**src/rtl/dmac_pkg.sv**
```systemverilog
package dmac_pkg;

    localparam int NCH     = 4;
    localparam int DW      = 8;
    localparam int RW      = 2 * DW;
    localparam int AW      = 4;
    localparam int CSEL_W  = $clog2(NCH);
    localparam int MODE_W  = 6;

    localparam logic [AW-1:0] OFS_CMD   = AW'(2 * NCH);
    localparam logic [AW-1:0] OFS_REQ   = AW'(2 * NCH + 1);
    localparam logic [AW-1:0] OFS_SMASK = AW'(2 * NCH + 2);
    localparam logic [AW-1:0] OFS_MODE  = AW'(2 * NCH + 3);
    localparam logic [AW-1:0] OFS_FFCLR = AW'(2 * NCH + 4);
    localparam logic [AW-1:0] OFS_MRST  = AW'(2 * NCH + 5);
    localparam logic [AW-1:0] OFS_MCLR  = AW'(2 * NCH + 6);
    localparam logic [AW-1:0] OFS_MMASK = AW'(2 * NCH + 7);

    typedef enum logic [1:0] {
        XFER_VERIFY   = 2'd0,
        XFER_TO_MEM   = 2'd1,
        XFER_FROM_MEM = 2'd2,
        XFER_RSVD     = 2'd3
    } xfer_e;

    typedef enum logic [1:0] {
        OP_DEMAND  = 2'd0,
        OP_SINGLE  = 2'd1,
        OP_BLOCK   = 2'd2,
        OP_CASCADE = 2'd3
    } op_e;

    // Packed so that it lines up with write-data bits [7:2] of the mode port.
    typedef struct packed {
        op_e   op;
        logic  dec;
        logic  autoinit;
        xfer_e xfer;
    } chmode_t;

    typedef enum logic [3:0] {
        P_CHAN, P_CMD, P_REQ, P_SMASK, P_MODE,
        P_FFCLR, P_MRST, P_MCLR, P_MMASK, P_NONE
    } port_e;

    function automatic port_e port_kind(input logic [AW-1:0] a);
        port_e k;
        case (a)
            OFS_CMD:   k = P_CMD;
            OFS_REQ:   k = P_REQ;
            OFS_SMASK: k = P_SMASK;
            OFS_MODE:  k = P_MODE;
            OFS_FFCLR: k = P_FFCLR;
            OFS_MRST:  k = P_MRST;
            OFS_MCLR:  k = P_MCLR;
            OFS_MMASK: k = P_MMASK;
            default:   k = (a < OFS_CMD) ? P_CHAN : P_NONE;
        endcase
        return k;
    endfunction

endpackage

```
**src/rtl/dmac_chan.sv**
```systemverilog
module dmac_chan
    import dmac_pkg::*;
(
    input  logic          clk,
    input  logic          rst,
    input  logic          wr_addr,
    input  logic          wr_cnt,
    input  logic          hi,
    input  logic [DW-1:0] wdata,
    input  logic          mode_wr,
    input  chmode_t       mode_in,
    output logic [RW-1:0] addr_o,
    output logic [RW-1:0] cnt_o,
    output chmode_t       mode_o
);

    logic [RW-1:0] addr_q, cnt_q;
    chmode_t       mode_q;

    always_ff @(posedge clk) begin
        if (rst) begin
            addr_q <= '0;
            cnt_q  <= '0;
            mode_q <= '0;
        end else begin
            if (wr_addr) begin
                if (hi) addr_q[RW-1:DW] <= wdata;
                else    addr_q[DW-1:0]  <= wdata;
            end
            if (wr_cnt) begin
                if (hi) cnt_q[RW-1:DW] <= wdata;
                else    cnt_q[DW-1:0]  <= wdata;
            end
            if (mode_wr) mode_q <= mode_in;
        end
    end

    assign addr_o = addr_q;
    assign cnt_o  = cnt_q;
    assign mode_o = mode_q;

    assert_lo_byte_R2: assert property (@(posedge clk) disable iff (rst)
        (wr_addr && !hi) |=> (addr_q[DW-1:0] == $past(wdata))
                           && (addr_q[RW-1:DW] == $past(addr_q[RW-1:DW])));

    assert_hi_byte_R2: assert property (@(posedge clk) disable iff (rst)
        (wr_cnt && hi) |=> (cnt_q[RW-1:DW] == $past(wdata))
                         && (cnt_q[DW-1:0] == $past(cnt_q[DW-1:0])));

    assert_mode_load_R5: assert property (@(posedge clk) disable iff (rst)
        mode_wr |=> mode_q == $past(mode_in));

    assert_mode_hold_R7: assert property (@(posedge clk) disable iff (rst)
        !mode_wr |=> $stable(mode_q));

endmodule

```
**src/rtl/dmac_ctrl.sv**
```systemverilog
module dmac_ctrl
    import dmac_pkg::*;
(
    input  logic             clk,
    input  logic             rst,
    input  logic             ff_clr,
    input  logic             ff_step,
    input  logic             mreset,
    input  logic             mask_clr,
    input  logic             smask_wr,
    input  logic             mmask_wr,
    input  logic             cmd_wr,
    input  logic             stat_rd,
    input  logic [NCH-1:0]   wbits,
    input  logic [NCH-1:0]   tc_pulse,
    input  logic [NCH-1:0]   req_in,
    output logic             ff_hi,
    output logic [NCH-1:0]   mask_o,
    output logic             off_o,
    output logic [2*NCH-1:0] status_o
);

    logic           ff_q, off_q;
    logic [NCH-1:0] mask_q, tc_q;

    always_ff @(posedge clk) begin
        if (rst) begin
            ff_q   <= 1'b0;
            mask_q <= '1;
            tc_q   <= '0;
            off_q  <= 1'b0;
        end else begin
            if (mreset || ff_clr) ff_q <= 1'b0;
            else if (ff_step)     ff_q <= ~ff_q;

            if (mreset)        mask_q <= '1;
            else if (mask_clr) mask_q <= '0;
            else if (mmask_wr) mask_q <= wbits;
            else if (smask_wr) mask_q[wbits[CSEL_W-1:0]] <= wbits[2];

            if (mreset) tc_q <= '0;
            else        tc_q <= (stat_rd ? '0 : tc_q) | tc_pulse;

            if (cmd_wr) off_q <= wbits[2];
        end
    end

    assign ff_hi    = ff_q;
    assign mask_o   = mask_q;
    assign off_o    = off_q;
    assign status_o = {req_in, tc_q};

    assert_ff_clear_R2: assert property (@(posedge clk) disable iff (rst)
        ff_clr |=> !ff_q);

    assert_ff_flip_R2: assert property (@(posedge clk) disable iff (rst)
        (ff_step && !ff_clr && !mreset) |=> ff_q != $past(ff_q));

    assert_mreset_R7: assert property (@(posedge clk) disable iff (rst)
        mreset |=> (mask_q == '1) && (tc_q == '0) && !ff_q);

    assert_single_mask_R3: assert property (@(posedge clk) disable iff (rst)
        (smask_wr && !mreset && !mask_clr && !mmask_wr)
            |=> mask_q[$past(wbits[CSEL_W-1:0])] == $past(wbits[2]));

    assert_tc_sticky_R9: assert property (@(posedge clk) disable iff (rst)
        (!stat_rd && !mreset) |=> (tc_q & $past(tc_q)) == $past(tc_q));

    assert_status_clear_R8: assert property (@(posedge clk) disable iff (rst)
        (stat_rd && !mreset) |=> (tc_q & ~$past(tc_pulse)) == '0);

endmodule

```
**src/rtl/dmac_regfile.sv**
```systemverilog
module dmac_regfile
    import dmac_pkg::*;
(
    input  logic                clk,
    input  logic                rst,
    input  logic                cs,
    input  logic                wr_en,
    input  logic                rd_en,
    input  logic [AW-1:0]       addr,
    input  logic [DW-1:0]       wdata,
    output logic [DW-1:0]       rdata,
    input  logic [NCH-1:0]      tc_pulse,
    input  logic [NCH-1:0]      req_in,
    output logic [NCH*RW-1:0]   base_addr_o,
    output logic [NCH*RW-1:0]   count_o,
    output logic [NCH*MODE_W-1:0] mode_o,
    output logic [NCH-1:0]      mask_o,
    output logic                ctrl_off_o,
    output logic [NCH-1:0]      ready_o
);

    port_e             kind;
    logic              wr_acc, rd_acc;
    logic [CSEL_W-1:0] ch_idx;
    logic              ff_hi;
    logic [NCH-1:0]    mask_w;
    logic              off_w;
    logic [2*NCH-1:0]  status_w;
    logic [RW-1:0]     ch_addr [NCH];
    logic [RW-1:0]     ch_cnt  [NCH];
    chmode_t           ch_mode [NCH];
    logic [RW-1:0]     sel_word;

    assign kind   = port_kind(addr);
    assign wr_acc = cs && wr_en;
    assign rd_acc = cs && rd_en;
    assign ch_idx = addr[CSEL_W:1];

    generate
        for (genvar i = 0; i < NCH; i++) begin : g_ch
            logic hit;
            assign hit = (kind == P_CHAN) && (ch_idx == CSEL_W'(i));
            dmac_chan u_chan (
                .clk     (clk),
                .rst     (rst),
                .wr_addr (wr_acc && hit && !addr[0]),
                .wr_cnt  (wr_acc && hit && addr[0]),
                .hi      (ff_hi),
                .wdata   (wdata),
                .mode_wr (wr_acc && (kind == P_MODE)
                          && (wdata[CSEL_W-1:0] == CSEL_W'(i))),
                .mode_in (chmode_t'(wdata[DW-1:2])),
                .addr_o  (ch_addr[i]),
                .cnt_o   (ch_cnt[i]),
                .mode_o  (ch_mode[i])
            );
            assign base_addr_o[i*RW +: RW]     = ch_addr[i];
            assign count_o[i*RW +: RW]         = ch_cnt[i];
            assign mode_o[i*MODE_W +: MODE_W]  = ch_mode[i];
        end
    endgenerate

    dmac_ctrl u_ctrl (
        .clk      (clk),
        .rst      (rst),
        .ff_clr   (wr_acc && (kind == P_FFCLR)),
        .ff_step  ((wr_acc || rd_acc) && (kind == P_CHAN)),
        .mreset   (wr_acc && (kind == P_MRST)),
        .mask_clr (wr_acc && (kind == P_MCLR)),
        .smask_wr (wr_acc && (kind == P_SMASK)),
        .mmask_wr (wr_acc && (kind == P_MMASK)),
        .cmd_wr   (wr_acc && (kind == P_CMD)),
        .stat_rd  (rd_acc && (kind == P_CMD)),
        .wbits    (wdata[NCH-1:0]),
        .tc_pulse (tc_pulse),
        .req_in   (req_in),
        .ff_hi    (ff_hi),
        .mask_o   (mask_w),
        .off_o    (off_w),
        .status_o (status_w)
    );

    assign sel_word = addr[0] ? ch_cnt[ch_idx] : ch_addr[ch_idx];

    always_comb begin
        rdata = '0;
        if (rd_acc) begin
            case (kind)
                P_CHAN:  rdata = ff_hi ? sel_word[RW-1:DW] : sel_word[DW-1:0];
                P_CMD:   rdata = status_w;
                default: rdata = '0;
            endcase
        end
    end

    assign mask_o     = mask_w;
    assign ctrl_off_o = off_w;
    assign ready_o    = req_in & ~mask_w & {NCH{~off_w}};

    assert_disable_R6: assert property (@(posedge clk) disable iff (rst)
        (wr_acc && (kind == P_CMD) && wdata[2]) |=> (ready_o == '0));

    assert_req_port_inert_R10: assert property (@(posedge clk) disable iff (rst)
        (wr_acc && (kind == P_REQ)) |=> $stable(mask_o) && $stable(ctrl_off_o));

    assert_idle_rdata_R10: assert property (@(posedge clk) disable iff (rst)
        !rd_acc |-> (rdata == '0));

endmodule

```
**config.mk**
```make
export PLATFORM = sky130hd
export DESIGN_NAME = dmac_regfile
export DESIGN_NICKNAME = d
export VERILOG_FILES = /design/src/rtl/dmac_pkg.sv /design/src/rtl/dmac_chan.sv /design/src/rtl/dmac_ctrl.sv /design/src/rtl/dmac_regfile.sv
export SDC_FILE = /design/constraint.sdc
export NUM_CORES = 1
export LEC_CHECK = 0
export ABC_AREA = 1
export BUFFER_PORTS_ARGS = -buffer_cell sky130_fd_sc_hd__clkbuf_2
export CAP_MARGIN = 20
export CORE_ASPECT_RATIO = 0.8
export CORE_UTILIZATION = 55
export CTS_BUF_LIST = sky130_fd_sc_hd__clkbuf_4
export DETAILED_ROUTE_END_ITERATION = 12
export PLACE_DENSITY = 0.89
export SYNTH_ARGS = -nofsm -noshare
export SYNTH_HDL_FRONTEND = slang
export SYNTH_SLANG_ARGS = --single-unit
```
**constraint.sdc**
```tcl
create_clock -name clk -period 2.45 [get_ports clk]
set_input_delay 0.3675 -clock clk [delete_from_list [all_inputs] [get_ports clk]]
set_output_delay 0.3675 -clock clk [all_outputs]
set_load 0.01 [all_outputs]
```
Word level (Yosys, flattened, before mapping)
Index checks and enable logic that the tools add are counted.
{"block": "op_classes", "magnitude_cmp": 4, "eq_ne": 21, "n_mux": 19, "n_bitwise": 7, "n_reduce_logical": 57}
{"cell": "$mux W16", "count": 5}
{"cell": "$bmux W16 S2", "count": 2}
{"cell": "$eq A4 B4 Y1 const B", "count": 9}
{"cell": "$logic_and A1 B1 Y1", "count": 32}
{"cell": "$pmux W4 S8", "count": 1}
{"cell": "$reduce_and A2 Y1", "count": 16}
{"cell": "$mux W4", "count": 5}
{"cell": "$eq A4 B3 Y1 const B", "count": 4}
{"cell": "$mux W8", "count": 2}
{"cell": "$pmux W8 S2", "count": 1}
{"cell": "$and A4 B4 Y4", "count": 2}
{"cell": "$eq A2 B2 Y1 const B", "count": 4}
{"cell": "$bwmux W4", "count": 1}
{"cell": "$eq A2 B1 Y1 const B", "count": 2}
{"cell": "$eq A4 B1 Y1 const B", "count": 1}
{"cell": "$eq A4 B2 Y1 const B", "count": 1}
{"cell": "$logic_not A2 Y1", "count": 2}
{"cell": "$logic_not A4 Y1", "count": 1}
{"cell": "$lt A4 B4 Y1 const B", "count": 1}
{"cell": "$not A4 Y4", "count": 1}
{"cell": "$or A4 B4 Y4", "count": 1}
{"cell": "$reduce_or A2 Y1", "count": 2}
{"cell": "$ge A3 B3 Y1 const B", "count": 1}
{"cell": "$lt A2 B3 Y1 const B", "count": 1}
{"cell": "8 further kinds", "count": 10}
{"block": "totals", "regBits": 162, "input_bits": 25, "output_inout_bits": 169, "elab_cells": 144}

Depth between registers and ports, before layout
Gate-level depths: netlist of the first run.
{"block": "depth", "word_depth": 8, "mapped_depth": 11, "mapped_depth_nobuf": 10}

Modules after synthesis
From an unflattened synthesis of the first run, not the netlist that was laid out.
{"block": "unflattened", "cells_unflattened": 1281, "area_unflattened_um2": 8081.5}
{"mod": "dmac_chan", "n_inst": 4, "cells_each": 196, "area_per_inst_um2": 1447.6, "seq_area_each_um2": 760.7}
{"mod": "dmac_regfile", "n_inst": 1, "cells_each": 422, "area_per_inst_um2": 1784.2, "seq_area_each_um2": 0.0}
{"mod": "dmac_ctrl", "n_inst": 1, "cells_each": 75, "area_per_inst_um2": 506.7, "seq_area_each_um2": 200.2}

Worst setup path before layout of the first run
Ideal clock, no wire load.
{"block": "synth_timing", "path_type": "input port to output port", "startpoint": "input addr[2]", "endpoint": "output rdata[0]", "arrival_time_ps": 1528, "required_ps": 2082, "slack_ps": 555, "cell_stages": 9, "n_path_buf": 2, "cell_sequence": "buf_2 > inv_1 > buf_6 > nand2_2 > nor3_1 > nand3_1 > inv_1 > nand2_1 > nand2_1"}
{"block": "synth_via", "elab_chain_cells": 8, "elab_cells_between_ends": 24, "cone_classes": "order compare: 1; eq/ne: 9; mux: 12; bitwise: 1; reduce/logical: 1"}
{"element": "start: declaration", "line": "dmac_regfile.sv:9", "source": "input logic [AW-1:0] addr,"}
{"element": "parallel branches: the longest is 6 deep, another holds $lt A4 B4 Y1"}
{"element": "$pmux W8 S2 (*)", "line": "dmac_regfile.sv:88", "source": "case (kind)"}
{"element": "$mux W8 (*)", "line": "dmac_regfile.sv:87", "source": "if (rd_acc) begin"}
{"element": "end: declaration", "line": "dmac_regfile.sv:11", "source": "output logic [DW-1:0] rdata,"}
Mark *: on every way between the ends. The select of a mux whose other input is x is not followed.

Final worst setup path of the first run
{"block": "layout_timing", "startpoint": "register u_ctrl.ff_q, in the netlist u_ctrl.ff_hi", "endpoint": "output rdata[2]"}
{"block": "layout_via", "elab_chain_cells": 3}
{"element": "start: declaration", "line": "dmac_ctrl.sv:23", "source": "logic ff_q, off_q;"}
{"element": "start signal: assignment", "line": "dmac_ctrl.sv:34", "source": "else if (ff_step) ff_q <= ~ff_q;"}
{"element": "$mux W8", "line": "dmac_regfile.sv:89", "source": "P_CHAN: rdata = ff_hi ? sel_word[RW-1:DW] : sel_word[DW-1:0];"}
{"element": "$pmux W8 S2", "line": "dmac_regfile.sv:88"}
{"element": "$mux W8", "line": "dmac_regfile.sv:87"}
No other way between the ends.

==> results of run 1 <==
==> worst paths after layout <==
check	start	endpoint	slack, ps
max	u_ctrl.ff_hi$_SDFFE_PP0P_	rdata[2]	130
min	tc_pulse[3]	u_ctrl.tc_q[3]$_SDFF_PP0_	20
max reg2reg	u_ctrl.ff_hi$_SDFFE_PP0P_	g_ch[2].u_chan.addr_o[10]$_SDFFE_PP0P_	660
min reg2reg	g_ch[1].u_chan.mode_o[5]$_SDFFE_PP0P_	g_ch[1].u_chan.mode_o[5]$_SDFFE_PP0P_	470
==> sequential cells by signal, summed over array words and instances (netlist names) <==
register and flops:
g_ch.u_chan.addr_o 64, u_ctrl.ff_hi 1, u_ctrl.mask_o 4, u_ctrl.off_o 1, u_ctrl.tc_q 4, g_ch.u_chan.mode_o 24, g_ch.u_chan.cnt_o 64
==> cell families after synthesis <==
kind of cell | share of synthesized area (%)
AO/OA/AOI/OAI | 21.0
XOR/XNOR | 0.117
buffers and inverters | 13.2
flip-flops | 43.3
AND/OR/NAND/NOR | 22.4
==> cell usage after synthesis, types with 2 or more instances <==
cell	instances	area, µm²
nor3b_1	4	30.0
o21ai_0	147	736
nand4_2	2	25.0
a21oi_1	162	811
dfxtp_1	162	3240
inv_2	2	7.51
clkbuf_1	47	176
nand3_1	96	480
buf_2	24	120
o21ai_1	2	10.0
inv_1	169	634
nor3_1	3	15.0
buf_4	4	30.0
nand4_1	16	100
nor2_1	67	251
nand2_1	193	724
buf_1	2	7.51
o21a_1	2	15.0
==> area by class of cell <==
class	instances	share of cell area, %
tap	175	2.45
sequential	162	36.3
multi-input combinational	700	36.5
antenna	1	0.0280
timing repair buffer	231	14.4
clock inverter	12	1.51
clock buffer	19	1.60
inverter	171	7.22
==> through the flow <==
step	power [mW]	cell area [µm²]	instances	utilization, %	hold WS, ps
floorplan	3.11	7480	1111	-	456
global placement	3.29	8620	1437	66.0	451
detailed placement	3.30	8620	1437	66.0	453
CTS	4.83	8920	1470	68.3	4.14
global route	5.04	8920	1471	68.4	24.6
finish	4.86	8920	1471	68.4	15.9
==> repair_timing <==
| item | in CTS | in global routing |
|---|---|---|
| hold buffers | 2 | 0 |
| resized for setup | 0 | 3 |
| endpoints found under the setup margin | 0 | 6 |
| hold endpoints to repair | 2 | 0 |
==> report_power, final <==
group          internal [mW]  leakage, nW  total (mW)  switching [mW]
combinational          0.177         2.59       0.589           0.412
sequential              2.66         1.31        2.68          0.0218
clock                  0.627        0.143        1.59           0.964
total                   3.47         4.04        4.86            1.40
==> critical path: stages (launching register included) <==
cell      delay (ps)
dfxtp_1          370
inv_4            240
o21ai_0          170
inv_1             80
nand2_1           50
nand3_1           80
nand3_1          150
nand2_1          120
clkbuf_2         130
==> layer usage <==
layer | vias up | track usage (%) | part of all wire (%)
li1 | 3936 | - | -
met1 | 3766 | 49.6 | 40
met2 | 571 | 53.5 | 43
met3 | 70 | 7.39 | 13
met4 | 0 | 13.1 | 3.1
met5 | - | 0 | 0
==> results.md, run 1 <==
* Max-Cap Viols at 0
* Initial antenna violation count at 1
* Clk sinks at 162
* Die width at 132 µm
* Syn Nets at 1,136
* Outcome: completed
* CP Max Fanout at 25
* Clock Latency Late Sink at 560 ps
* Register area share after synthesis at 43.3%
* H-tree depth at 4
* Max-slew violation count at 0
* Fmax at 431 MHz
* R2R depth at 4
* Ys Warns at 0
* CTS max path bufs at 2
* Setup TNS Final at 0 ps
* Commonest non-fill, non-tap cells in the layout: nand2_1, clkbuf_2, inv_1, a21oi_1, dfxtp_1
* CTS clk-pin slew, worst paths at 130 ps
* Slew headroom at 57.7%
* Vias in the first global route at 7,394
* I/O Buffers at 193
* Tcrit/Tclk final at 94.7%
* Overall routing resource usage at 35.4%
* Largest net degree at the start of global routing at 56
* Crit path time final at 2320 ps
* Wire per inst at 16.8 µm
* EDFF count, synth at 0
* Row count at 37
* Core area at 13,100 µm²
* CTS Root Cell: clkbuf_4
* Nets at 1,308
* Worst slew pin tran at 635 ps
* CTS Buf Count at 17
* Yosys reg bits at 162
* Fillers at 1,134
* DR vias at 8,343
* Peak VDD IR at 0.591 mV
* Final ANT Viol Nets at 0
* Most used DFF post-synth: dfxtp_1
* Hold Path Class: input port to register
* Full die area at 14,100 µm²
* CTS tree: done
* Setup Fix Bufs, Post-CTS at 0
* DIE HEIGHT at 106 µm
* Pleak at 4.04 nW
* Mapped Area at 7480 µm²
* Critical path launch point type: register
* Final hold viol count at 0
* Post-DP HPWL at 17,600 µm
* CP Capture Type: primary output
* Top Ports at 194
* Async set-reset flop share out of synthesis at 0%
* Remaining global-route overflow at 0
* Layout cell share with drive strength beyond 1 at 20.7%
* Req. time, crit path at 2080 ps
* DRC at 0
* Power per cell area at 545 nW/µm²
* Setup WS post-layout at 131 ps
* Register area at 3240 µm²
* Final WL at 24,700 µm
* Post-route clock skew at 11.3 ps
* Critical path type: register to primary output
* Post-synthesis cell count at 1,111
* Global-route wire length before repair at 38,600 µm
* Area Growth Syn to Fin at 19.3%
* Post-synth cell types at 25
* Pre-CTS setup slack at 187 ps
* Initial Util at 57.3%
* Syn avg cell area at 6.74 µm²
* Hold depth at 3
* CP Data Arrival Time at 1950 ps
* Final GP Congestion at 0.989
* Via/cell ratio at 5.67
* Area of the multi-input gates at 3250 µm²
* Initial DRC count at 1,153
* Final setup viols at 0
* RSZ-0062 raised after global routing: false
* First-pass DRT Iterations at 6
Note: power is estimated with default switching activity, not from simulation.
==> inputs of run 2 (changes only) <==
Settings changed: CELL_PAD_IN_SITES_DETAIL_PLACEMENT set to 0, CELL_PAD_IN_SITES_GLOBAL_PLACEMENT set to 1, CORE_UTILIZATION 55 to 41, PLACE_DENSITY 0.89 to 0.94.
==> results.md, run 2 (same netlist as run 1, synthesis figures left out) <==
* DRC at 0 (unchanged)
* Initial antenna violation count at 0 (-1)
* Critical path type: register to primary output
* Met3 Track Usage GR at 5.76% (-1.6 points)
* H-tree depth at 4 (unchanged)
* Req. time, crit path at 2080 ps (about the same)
* Crit path time final at 2310 ps (-8.08 ps)
* Via/cell ratio at 5.23 (-7.8%)
* I/O Buffers at 193 (unchanged)
* Pleak at 4.01 nW (-0.76%)
* P_sw at 1.43 mW (+2.3%)
* Worst slew pin tran at 664 ps (+29.4 ps)
* Sequential share of power at 56.2% (+1.0 points)
* Post-route clock skew at 15.2 ps (+3.93 ps)
* Area Growth Syn to Fin at 19.6%
* Area of the multi-input gates at 3260 µm² (about the same)
* Combinational share of power at 12.3% (+0.2 points)
* Met1 Resource Use GR at 40.6% (-9.0 points)
* CP Cell Sequence: buf_6, o21ai_0, inv_1, nand2_1, nand3_1, nand3_1, nand2_1, clkbuf_2
* Hold Path Class: input port to register
* Clock share of power at 31.5% (-1.2 points)
* Initial Util at 42.5% (-15 points)
* CTS tree: done
* Clk sinks at 162 (unchanged)
* Final hold viol count at 0 (unchanged)
* Hold depth at 4 (+1)
* Critical path launch point type: register
* Outcome: completed
* Clock Latency Late Sink at 580 ps (+20 ps)
* RSZ-0062 raised after global routing: false
* Post-DP HPWL at 18,800 µm (+6.8%)
* DIE HEIGHT at 123 µm (+16%)
* Power per cell area at 534 nW/µm² (-2.0%)
* Final Total Pwr at 4.78 mW (-1.8%)
* CTS Root Cell: clkbuf_4
* CTS max path bufs at 2 (unchanged)
* Most common cell after layout, fill and taps aside: clkbuf_2
* Remaining global-route overflow at 0 (unchanged)
* First-pass DRT Iterations at 5 (-1)
* Area after DPL at 8620 µm² (about the same)
* Top Ports at 194 (unchanged)
* Max-slew violation count at 0 (unchanged)
* CTS clk-pin slew, worst paths at 140 ps (about the same)
* Overall routing resource usage at 27.8% (-7.6 points)
* Grt met2 use at 40.7% (-13 points)
* CTS Buf Count at 17 (unchanged)
* Tcrit/Tclk final at 94.3% (-0.33 points)
* Full die area at 18,800 µm² (+34%)
* Die width at 153 µm (+16%)
* Hold slack at 159 ps (+143 ps)
* Slowest-stage cell, CP: dfxtp_4
* Largest stage delay on the critical path at 440 ps (+70 ps)
* Vias in the first global route at 6,963 (-5.8%)
* Setup TNS Final at 0 ps (unchanged)
* Core area at 17,600 µm² (+35%)
* Largest net degree at the start of global routing at 65 (+16%)
* Register area at 3250 µm² (+0.12%)
* Final WL at 26,000 µm (+5.5%)
* Post-route insts no fill at 1,519 (+3.3%)
* Final non-filler cell area at 8950 µm² (+0.25%)
* CP Data Arrival Time at 1940 ps (about the same)
* Slew headroom at 55.7% (-2.0 points)
* Fillers at 1,841 (+62%)
* Global-route wire length before repair at 39,400 µm (+1.9%)
* Placed instance count at 1,481 (+3.1%)
* Internal cell power at 3.35 mW (-3.4%)
* Layout cell share with drive strength beyond 1 at 20.6% (-0.061 points)
* Initial DRC count at 908 (-21%)
* Buf+Inv Stages, Crit Path at 3 (unchanged)
* Final ANT Viol Nets at 0 (unchanged)
* Switching fraction of total power at 29.9% (+1.2 points)
* Final GP Congestion at 0.951 (-3.9%)
* Nets at 1,306 (-0.15%)
* Fmax at 433 MHz (+0.35%)
* DR vias at 7,944 (-4.8%)
* CP Capture Type: primary output
* Crit path depth at 8 (unchanged)
* R2R depth at 4 (unchanged)
* Peak VDD IR at 0.263 mV (-55%)
* N_diodes at 0 (-1)
* GR peak layer: met2
* Commonest non-fill, non-tap cells in the layout: clkbuf_2, nand2_1, inv_1, a21oi_1, dfxtp_1
* Row count at 43 (+16%)
* Max-Cap Viols at 0 (unchanged)
* CP top delay family: flip-flops
* CP Max Fanout at 19 (-24%)
* Wire per inst at 17.1 µm (+2.2%)
* Final setup viols at 0 (unchanged)
-- run 2: metal layers --
metal  wire, µm  part of all wire, %
met2      11100                   43
met4        416                  1.6
met5          0                    0
met1      12400                   47
met3       2190                  8.4
-- run 2: final cells by class --
| cell class | instances | share of cell area (%) |
|---|---|---|
| clock buffers | 18 | 1.51 |
| well taps | 225 | 3.15 |
| inverters | 171 | 7.27 |
| clock inverters | 14 | 1.29 |
| repair buffers | 229 | 14.1 |
| multi-input cells | 700 | 36.4 |
| flip-flops and latches | 162 | 36.3 |
-- run 2: worst paths after layout --
check,end,slack (ps),startpoint
max,rdata[1],140,u_ctrl.ff_hi$_SDFFE_PP0P_
max reg2reg,g_ch[2].u_chan.cnt_o[14]$_SDFFE_PP0P_,790,u_ctrl.ff_hi$_SDFFE_PP0P_
min reg2reg,g_ch[0].u_chan.mode_o[2]$_SDFFE_PP0P_,470,g_ch[0].u_chan.mode_o[2]$_SDFFE_PP0P_
min,u_ctrl.off_o$_SDFFE_PP0P_,160,addr[0]
-- run 2: worst min-delay path, cell delays in order --
cell      delay, ps
clkbuf_2        130
nor3_1           80
nand3_1          70
a21oi_1          60
-- run 2: per-stage QoR --
step                      setup slack [ps]  util [%]
after detailed placement               103      49.0
final                                  139      50.9
after CTS                             46.8      50.7
after global routing                  15.0      50.9
after floorplan                        555         -
after global placement                 153      49.0
-- run 2: timing repair --
item,in CTS,in global routing
hold buffers,4,0
gates cloned,0,0
endpoints found under the setup margin,6,8
setup buffers,0,2
gates resized for setup,2,6
endpoints found under the hold margin,4,0
-- run 2: power groups by stage --
stage	combinational (mW)	sequential [mW]	clock [mW]
floorplan	0.370	2.74	0
global placement	0.560	2.74	0
detailed placement	0.565	2.74	0
CTS	0.572	2.68	1.52
global route	0.653	2.69	1.65
finish	0.588	2.69	1.50
==> inputs of run 3 (changes only) <==
Settings changed: SYNTH_HIERARCHICAL set to 1.
==> results.md, run 3 <==
* Async set-reset flop share out of synthesis at 0% (unchanged)
* Clock share of power at 31.2% (-0.3 points)
* Clk sinks at 162 (unchanged)
* Final non-filler cell area at 9520 µm² (+6.4%)
* Hold Path Class: input port to register
* Critical path launch point type: register
* Crit path time final at 2330 ps (+23.2 ps)
* Row count at 45 (+4.7%)
* Hold endpoint: u_ctrl/tc_q[0]$_SDFF_PP0_
* Synth area leaders: dfxtp_1, nand2_1, nand3_1
* Initial Util at 42.2% (-0.32 points)
* Pleak at 4.47 nW (+11%)
* Post-synth cell types at 24 (-4.0%)
* CP Capture Type: primary output
* DR vias at 8,995 (+13%)
* Fmax at 428 MHz (-0.99%)
* Mapped Area at 8080 µm² (+8.0%)
* Post-route clock skew at 17.6 ps (+2.38 ps)
* Tcrit/Tclk final at 95.3% (+0.95 points)
* Final GP Congestion at 0.976 (+2.6%)
* RSZ-0062 raised after global routing: false
* Max-slew violation count at 0 (unchanged)
* Initial antenna violation count at 1 (+1)
* Syn Nets at 1,306 (+15%)
* Yosys reg bits at 162 (unchanged)
* CTS max path bufs at 2 (unchanged)
* Synth top area share at 40.1% (-3.2 points)
* Core area at 19,100 µm² (+8.8%)
* CP Max Fanout at 3 (-16)
* CTS Buf Count at 17 (unchanged)
* Largest net degree at the start of global routing at 44 (-32%)
* Vias in the first global route at 8,144 (+17%)
* CTS Root Cell: clkbuf_4
* Worst slew pin tran at 711 ps (+46.9 ps)
* Hold Path Origin: tc_pulse[0]
* Setup WS post-layout at 116 ps (-23.2 ps)
* Overall routing resource usage at 30.6% (+2.8 points)
* Peak VDD IR at 0.304 mV (+16%)
* H-tree depth at 4 (unchanged)
* Reg2Reg Launch Point: u_ctrl/ff_hi$_SDFFE_PP0P_
* Nets at 1,481 (+13%)
* Setup TNS Final at 0 ps (unchanged)
* Req. time, crit path at 2080 ps (about the same)
* Pre-CTS setup slack at 259 ps (+156 ps)
* Wire per inst at 18.0 µm (+5.1%)
* Area Growth Syn to Fin at 17.8%
* Power per cell area at 508 nW/µm² (-4.9%)
* CTS tree: done
* CP Data Arrival Time at 1970 ps (+30 ps)
* Fin util at 49.7% (-1.1 points)
* First-pass DRT Iterations at 7 (+2)
* Final hold viol count at 0 (unchanged)
* Hold depth at 3 (-1)
* Top Ports at 194 (unchanged)
* Initial DRC count at 1,078 (+19%)
* R2R depth at 5 (+1)
* Max-Cap Viols at 0 (unchanged)
* Area after DPL at 9270 µm² (+7.4%)
* Setup Fix Bufs, Post-CTS at 0 (unchanged)
* Via/cell ratio at 5.21 (-0.35%)
* Most used DFF post-synth: dfxtp_1
* Outcome: completed
* Full die area at 20,300 µm² (+7.9%)
* Combinational share of power at 13.2% (+0.9 points)
* I/O Buffers at 193 (unchanged)
* CTS clk-pin slew, worst paths at 130 ps (about the same)
* Synth area leader: dfxtp_1
* Sequential share of power at 55.6% (-0.6 points)
* Switching fraction of total power at 30.6% (+0.67 points)
* Worst R2R Setup Slack at 620 ps (-170 ps)
* EDFF count, synth at 0 (unchanged)
* Reg-to-Reg End: g_ch[3].u_chan/addr_o[1]$_SDFFE_PP0P_
* Critical path launch point: g_ch[0].u_chan/addr_o[8]$_SDFFE_PP0P_
* Layout cell share with drive strength beyond 1 at 18.5% (-2.2 points)
* Count leader, synth: nand2_1
* Final ANT Viol Nets at 0 (unchanged)
* Most common cell after layout, fill and taps aside: nand2_1
* Commonest cells in the netlist: nand2_1, nor2_1, nand3_1, dfxtp_1, inv_1
* Internal cell power at 3.35 mW (+0.18%)
* Remaining global-route overflow at 0 (unchanged)
* DIE HEIGHT at 128 µm (+3.9%)
* Global-route wire length before repair at 47,400 µm (+20%)
* Commonest non-fill, non-tap cells in the layout: nand2_1, nor2_1, nand3_1, clkbuf_2, dfxtp_1
* Post-synthesis cell count at 1,281 (+15%)
* Slew headroom at 52.5% (-3.2 points)
* Post-DP HPWL at 22,900 µm (+22%)
* Ys Warns at 6 (+6)
* CTS Hold Bufs at 0 (-4)
* Syn avg cell area at 6.31 µm² (-6.3%)
* Final setup viols at 0 (unchanged)
* Register area share after synthesis at 40.1% (-3.2 points)
* Die width at 159 µm (+3.9%)
* Clock Latency Late Sink at 560 ps (-20 ps)
* Final WL at 31,100 µm (+19%)
* Critical path type: register to primary output
* P_sw at 1.48 mW (+3.4%)
* DRC at 0 (unchanged)
==> run 3: cell types whose count changed after synthesis, moves of 5 or more <==
cell and change:
nor2_1 +192, nand2_1 +122, o21ai_0 -115, nand3_1 +104, a21oi_1 -90, inv_1 -45, clkbuf_1 -36, buf_2 +17
nand4_1 -15, nor3_1 +10, buf_4 +8, nor2_2 +8, buf_6 +5, o21ai_1 +5
==> run 3: cell families after synthesis <==
| family | synth area share, % |
|---|---|
| xor gates and xnor gates | 0.108 |
| buffers and inverters | 10.9 |
| and+or+nand+nor | 41.9 |
| DFF | 40.1 |
| AOI/OAI and AO/OA | 6.97 |
==> run 3: how the worst max path moves through the flow <==
| stage | end | slack [ps] | depth (start not counted) |
|---|---|---|---|
| 2_1_floorplan | u_ctrl/mask_o[3]$_SDFFE_PP1P_ | 300 | 10 |
| 3_3_place_gp | rdata[4] | 240 | 10 |
| 3_5_place_dp | rdata[4] | 260 | 10 |
| 4_1_cts | rdata[4] | 40 | 7 |
| 5_1_grt | rdata[0] | 20 | 7 |
| 6_report | rdata[0] | 120 | 7 |
==> run 3: critical path: stages (launching register included) <==
cell and delay, ps:
dfxtp_1 440, nor2_1 80, o21ai_0 370, nand3_1 120
nand3_1 90, nand3_1 110, nand2_1 80, clkbuf_2 120
==> run 3: repair_timing <==
| item | CTS | global route |
|---|---|---|
| setup endpoints to repair | 0 | 2 |
| endpoints found under the hold margin | 0 | 0 |
| gates resized for setup | 0 | 2 |
==> run 3: power by group through the flow <==
stage / registers (mW) / logic (mW) / clock network [mW]
finish: 2.69 / 0.636 / 1.51
global route: 2.69 / 0.692 / 1.65
CTS: 2.69 / 0.620 / 1.53
detailed placement: 2.74 / 0.618 / 0
global placement: 2.74 / 0.620 / 0
floorplan: 2.75 / 0.395 / 0
==> run 3: stage by stage <==
| step | hold slack (ps) | std cells | power [mW] |
|---|---|---|---|
| CTS | 0.918 | 1725 | 4.84 |
| floorplan | 446 | 1281 | 3.14 |
| detailed placement | 474 | 1695 | 3.36 |
| global route | 20.3 | 1726 | 5.04 |
| finish | 34.8 | 1726 | 4.83 |
| global placement | 466 | 1695 | 3.36 |
==> run 3: final cells by class <==
type | instances | area [µm²]
Antenna cell | 1 | 2.50
Sequential cell | 162 | 3240
Tap cell | 258 | 323
Fill cell | 2106 | 9630
Inverter | 127 | 479
Multi-Input combinational cell | 922 | 3960
Clock buffer | 19 | 143
Timing Repair Buffer | 226 | 1260
Clock inverter | 11 | 106
==> run 3: layer usage <==
layer	GRT usage [%]	vias up	routed length [µm]
met4	7.01	0	459
li1	-	4374	-
met5	0	-	0
met1	45.4	4116	14900
met3	7.79	30	3150
met2	43.7	475	12600
